**config.mk**
```make
export PLATFORM = sky130hd
export DESIGN_NAME = luma_pixel_mux
export DESIGN_NICKNAME = d
export VERILOG_FILES = /design/src/rtl/luma_mux_pkg.sv /design/src/rtl/luma_phase_ctr.sv /design/src/rtl/luma_cycle_hold.sv /design/src/rtl/luma_bit_select.sv /design/src/rtl/luma_pixel_mux.sv
export SDC_FILE = /design/constraint.sdc
export NUM_CORES = 1
export LEC_CHECK = 0
export ABC_AREA = 1
export BUFFER_PORTS_ARGS = -buffer_cell sky130_fd_sc_hd__buf_2
export CORE_MARGIN = 3
export CORE_UTILIZATION = 50
export DETAILED_ROUTE_END_ITERATION = 10
export PLACE_DENSITY = 0.75
export SETUP_SLACK_MARGIN = 0.4
export SLEW_MARGIN = 15
export SYNTH_ARGS = -nofsm -noshare
export SYNTH_HDL_FRONTEND = slang
export SYNTH_SLANG_ARGS = --single-unit
```
**constraint.sdc**
```tcl
create_clock -name clk -period 2.2 [get_ports clk]
set_input_delay 0.33 -clock clk [delete_from_list [all_inputs] [get_ports clk]]
set_output_delay 0.33 -clock clk [all_outputs]
set_load 0.02 [all_outputs]
```
**src/rtl/luma_mux_pkg.sv**
```systemverilog
package luma_mux_pkg;

    localparam int BYTE_W    = 8;
    localparam int LUMA_W    = 4;
    localparam int STATE_CNT = 8;
    localparam int STATE_W   = $clog2(STATE_CNT);

    typedef enum logic [1:0] {
        LM_OFF    = 2'b00,
        LM_GRAY16 = 2'b01,
        LM_GRAY4  = 2'b10,
        LM_MONO   = 2'b11
    } luma_mode_e;

    typedef logic [STATE_W-1:0] phase_t;
    typedef logic [LUMA_W-1:0]  luma_t;

    typedef struct packed {
        logic [BYTE_W-1:0] pix;
        luma_mode_e        mode;
    } cycle_word_t;

    // Replicate one bit onto every luma line.
    function automatic luma_t fill_bit(input logic b);
        return {LUMA_W{b}};
    endfunction

    // Repeat a two-bit pair across the luma lines.
    function automatic luma_t fill_pair(input logic [1:0] p);
        return {(LUMA_W/2){p}};
    endfunction

endpackage

```
**src/rtl/luma_phase_ctr.sv**
```systemverilog
module luma_phase_ctr
    import luma_mux_pkg::*;
#(
    parameter int STATES = STATE_CNT
) (
    input  logic   clk,
    input  logic   rst,
    input  logic   sync,
    output phase_t phase_q,
    output phase_t phase_nx
);
    localparam phase_t LAST = phase_t'(STATES - 1);

    always_comb begin
        if (sync)
            phase_nx = '0;
        else if (phase_q == LAST)
            phase_nx = '0;
        else
            phase_nx = phase_t'(phase_q + 1'b1);
    end

    always_ff @(posedge clk) begin
        if (rst) phase_q <= '0;
        else     phase_q <= phase_nx;
    end

    // strobe forces state 0
    a_r2_phase_sync: assert property (@(posedge clk) disable iff (rst)
        sync |=> phase_q == '0);
    // step by one
    a_r3_phase_step: assert property (@(posedge clk) disable iff (rst)
        (!sync && phase_q != LAST) |=> phase_q == phase_t'($past(phase_q) + 1'b1));
    // wrap after the last state
    a_r3_phase_wrap: assert property (@(posedge clk) disable iff (rst)
        (!sync && phase_q == LAST) |=> phase_q == '0);

endmodule

```
**src/rtl/luma_cycle_hold.sv**
```systemverilog
module luma_cycle_hold
    import luma_mux_pkg::*;
(
    input  logic        clk,
    input  logic        rst,
    input  logic        load,
    input  cycle_word_t word_in,
    output cycle_word_t word_q,
    output cycle_word_t word_nx
);
    always_comb word_nx = load ? word_in : word_q;

    always_ff @(posedge clk) begin
        if (rst) begin
            word_q.pix  <= '0;
            word_q.mode <= LM_OFF;
        end else begin
            word_q <= word_nx;
        end
    end

    // held byte and mode only change on a strobe
    a_r9_hold_stable: assert property (@(posedge clk) disable iff (rst)
        !load |=> $stable(word_q));

endmodule

```
**src/rtl/luma_bit_select.sv**
```systemverilog
module luma_bit_select
    import luma_mux_pkg::*;
(
    input  cycle_word_t word,
    input  phase_t      phase,
    input  logic        en,
    output luma_t       luma
);
    localparam int HALF = BYTE_W / 2;

    logic [BYTE_W-1:0] pair_sh;
    logic [BYTE_W-1:0] bit_sh;
    logic              second_half;

    always_comb begin
        second_half = phase[STATE_W-1];
        pair_sh     = word.pix << {phase[STATE_W-1:1], 1'b0};
        bit_sh      = word.pix << phase;
        luma        = '0;
        if (en) begin
            unique case (word.mode)
                LM_OFF:    luma = '0;
                LM_GRAY16: luma = second_half ? luma_t'(word.pix[HALF-1:0])
                                              : luma_t'(word.pix[BYTE_W-1:HALF]);
                LM_GRAY4:  luma = fill_pair(pair_sh[BYTE_W-1:BYTE_W-2]);
                LM_MONO:   luma = fill_bit(bit_sh[BYTE_W-1]);
                default:   luma = '0;
            endcase
        end
    end

endmodule

```
**src/rtl/luma_pixel_mux.sv**
```systemverilog
module luma_pixel_mux
    import luma_mux_pkg::*;
(
    input  logic       clk,
    input  logic       rst,
    input  logic       cyc_start,
    input  logic [7:0] pix_byte,
    input  logic [1:0] luma_mode,
    input  logic       luma_en,
    output logic [3:0] luma_out
);
    phase_t      phase_q, phase_nx;
    cycle_word_t word_in, word_q, word_nx;
    luma_t       luma_d, luma_q;

    always_comb begin
        word_in.pix  = pix_byte;
        word_in.mode = luma_mode_e'(luma_mode);
    end

    luma_phase_ctr #(.STATES(STATE_CNT)) u_phase (
        .clk      (clk),
        .rst      (rst),
        .sync     (cyc_start),
        .phase_q  (phase_q),
        .phase_nx (phase_nx)
    );

    luma_cycle_hold u_hold (
        .clk     (clk),
        .rst     (rst),
        .load    (cyc_start),
        .word_in (word_in),
        .word_q  (word_q),
        .word_nx (word_nx)
    );

    luma_bit_select u_sel (
        .word  (word_nx),
        .phase (phase_nx),
        .en    (luma_en),
        .luma  (luma_d)
    );

    always_ff @(posedge clk) begin
        if (rst) luma_q <= '0;
        else     luma_q <= luma_d;
    end

    assign luma_out = luma_q;

    // output dark in the cycle after reset
    a_r1_reset_dark: assert property (@(posedge clk)
        $past(rst) |-> luma_q == '0);
    // enable low blanks the next output
    a_r8_disable_dark: assert property (@(posedge clk) disable iff (rst)
        !luma_en |=> luma_q == '0);
    // off mode is black
    a_r4_off_black: assert property (@(posedge clk) disable iff (rst)
        word_q.mode == LM_OFF |-> luma_q == '0);
    // four-level mode repeats its pair
    a_r6_pair_repeat: assert property (@(posedge clk) disable iff (rst)
        word_q.mode == LM_GRAY4 |-> luma_q[3:2] == luma_q[1:0]);
    // two-level mode is all zeros or all ones
    a_r7_mono_levels: assert property (@(posedge clk) disable iff (rst)
        word_q.mode == LM_MONO |-> (luma_q == 4'h0 || luma_q == 4'hF));

endmodule

```
==> results.sh <==
export IMPL_status="finished clean"
export IMPL_synth_edff_count=0
export IMPL_crit_buf_inv=1
export IMPL_power_frac_comb_pct=17.3
export IMPL_regArea_um2=340
export IMPL_cts_root_buffer="clkbuf_4"
export IMPL_hp_class="input pin to flop"
export IMPL_gr_total_overflow=0
export IMPL_area_growth_pct=13.8
export IMPL_synth_commonest_cells="nand2_1 (34), nor2_1 (19), dfxtp_1 (17)"
export IMPL_ys_ff_latch=17
export IMPL_wl_um=1790
export IMPL_utilization_pct=62.4
export IMPL_cts_buffer_depth=2
export IMPL_drc=0
export IMPL_nets=160
export IMPL_numCtsBuffers=3
export IMPL_finalMaxSlewViolations=0
export IMPL_end_kind="flop"
export IMPL_yosysTopAreaCellShare_pct=39.8
export IMPL_synth_area_leaders="dfxtp_1 (40%), nand2_1 (15%), nand3_1 (9.4%), nor2_1 (8.3%), inv_1 (7.0%)"
export IMPL_synth_main_ff_cell="dfxtp_1"
export IMPL_hpwl_um=1310
export IMPL_powerDensity_mw_per_mm2=620
export IMPL_hold_violations=0
export IMPL_worstSetupPathType="flop to flop"
export IMPL_seqPwrFrac_pct=54.7
export IMPL_max_cap_violations=0
export IMPL_diodes=0
export IMPL_grt_pass1_wl_um=2990
export IMPL_yosysSeqAreaShare_pct=39.8
export IMPL_cts_tree="yes"
export IMPL_num_rows=14
export IMPL_gp_congestion=0.860
export IMPL_ioPinCount=18
export IMPL_clockPowerShare_pct=28.0
export IMPL_fp_coreArea_mm2=0.00156
export IMPL_syn_area_um2=855
export IMPL_clk_pin_slew_ns=0.10
export IMPL_synth_top_area_cell="dfxtp_1"
export IMPL_rsz0062_at_grt="no"
export IMPL_swShare_pct=28.1
export IMPL_cts_hold_buf=0
export IMPL_dr_total_vias=816
export IMPL_fin_hold_ws_ns=0.293
export IMPL_yosys_warnings=0
export IMPL_clock_latency_ns=0.29
export IMPL_p_sw_uw=170
export IMPL_avgViaCountPerCell=5.13
export IMPL_n_fill_cell=146
export IMPL_power_total_uw=602
export IMPL_chipWidth_um=47.3
export IMPL_placed_cell_area_um2=922
export IMPL_final_cell_area_um2=972
export IMPL_fin_skew_ns=0.00425
export IMPL_period_needed_ns=1.65
export IMPL_cp_slowest_cell="ha_2"
export IMPL_cp_max_fo=5
export IMPL_critPathArrivalTime_ns=1.85
export IMPL_grt_max_degree=17
export IMPL_critPathTopFamily="simple AND/OR/NAND/NOR gates"
export IMPL_htreeDepth=1
export IMPL_critical_path_startpoint_type="flop"
export IMPL_die_y_um=47.3
export IMPL_max_freq_mhz=605
export IMPL_cpPeakStageDelay_ns=0.38
export IMPL_post_drt_wl_per_cell_um=11.2
export IMPL_drive_above_1_share_pct=21.0
export IMPL_syn_num_nets=139
export IMPL_crit_required_ns=2.40
export IMPL_fin_setup_tns_ns=0
export IMPL_antenna_left=0
export IMPL_syn_area_per_cell_um2=6.95
export IMPL_ys_async_sr_fraction_pct=0
export IMPL_period_share_pct=75.2
export IMPL_crit_chain="ha_1 > ha_2 > nand2_4 > nor2_1 > nand2_1 > nand2_1 > nand2_1 > nand3_2 > nand3_1 > nand2_1 > inv_1"
export IMPL_drtIter0Drc=17
export IMPL_synth_distinct_cells=21
export IMPL_crit_top_cell="nand2_1"
export IMPL_antenna_found_initial=0
export IMPL_grt_pass1_vias=725
export IMPL_synthCells=123
export IMPL_track_usage_pct=18.8
export IMPL_ir_drop_v=0.000325
export IMPL_power_internal_uw=433
export IMPL_synthMostInstantiatedCell="nand2_1"
export IMPL_clock_sinks=17
export IMPL_start_util_pct=54.8
export IMPL_setup_viol=0
export IMPL_slew_headroom_pct=81.8
export IMPL_port_buffers=17
export IMPL_multi_input_area_um2=414
export IMPL_die_area_mm2=0.00224
export IMPL_dr_pass1_iters=4
export IMPL_p_leak_uw=0.000558
export IMPL_worstMarginPinSlew_ns=0.273
==> path summary, 6_finish.rpt <==
check	cells after the start	to	start	slack [ns]
max	11	luma_out[0]$_SDFF_PP0_	u_phase.phase_q[0]$_SDFF_PP0_	0.55
min reg2reg	2	u_hold.word_q[5]$_SDFF_PP0_	u_hold.word_q[5]$_SDFF_PP0_	0.51
max reg2reg	11	luma_out[0]$_SDFF_PP0_	u_phase.phase_q[0]$_SDFF_PP0_	0.55
min	3	u_hold.word_q[2]$_SDFF_PP0_	pix_byte[0]	0.29
==> timing repair <==
item,in CTS,in global routing
gates resized for setup,0,1
setup buffers,0,2
endpoints found under the setup margin,0,3
==> placed cells by master, fill, tap and decap left out, types with 2 or more instances in the layout <==
cell      instances
nand2_1          34
nor2_1           19
buf_2            17
dfxtp_1          17
inv_1            16
nand3_1          16
nand2_2           3
clkbuf_4          3
o211ai_1          2
buf_4             2
==> kinds of logic (layout without fill, tap and decap cells) <==
kind of cell | count (synthesis) | count (layout) | share of synthesized area, %
fa+ha+maj | 2 | 2 | 2.93
mux | 1 | 1 | 1.17
compound gates | 5 | 5 | 3.81
flops | 17 | 17 | 39.8
buf+inv | 21 | 40 | 12.7
simple gates | 77 | 78 | 39.5
==> power by group through the flow <==
stage	registers (µW)	logic, µW	clock network, µW
global route	331	122	187
CTS	329	103	172
finish	329	104	169
floorplan	339	74.2	0
detailed placement	337	103	0
global placement	336	101	0
==> registers in the layout, indices dropped and copies added, names as in the netlist <==
name,flops
u_hold.word_q,10
luma_out,4
u_phase.phase_q,3
==> area by class of cell <==
cell class              instances  share of cell area [%]
multi-input cells              86                    42.6
flip-flops and latches         17                    35.0
well taps                      16                    2.06
repair buffers                 19                    10.3
inverters                      17                    7.34
clock buffers                   4                    2.70
==> worst min-delay path, delay by kind of cell <==
family / cells / cell delay [ns]
simple gates: 2 / 0.13
buf+inv: 1 / 0.07
==> layer usage <==
metal	vias up	part of all wire, %	GRT usage [%]
met5	-	0	0
met4	0	1.9	9.39
met3	7	5.0	2.30
met2	22	50	29.7
met1	361	43	24.9
li1	426	-	-
==> through the flow <==
stage          std cells  setup slack [ns]
2_1_floorplan        123             0.607
3_3_place_gp         152             0.622
3_5_place_dp         152             0.555
4_1_cts              156             0.547
5_1_grt              159             0.412
6_report             159             0.546
Power figures use the tool's default switching activity.
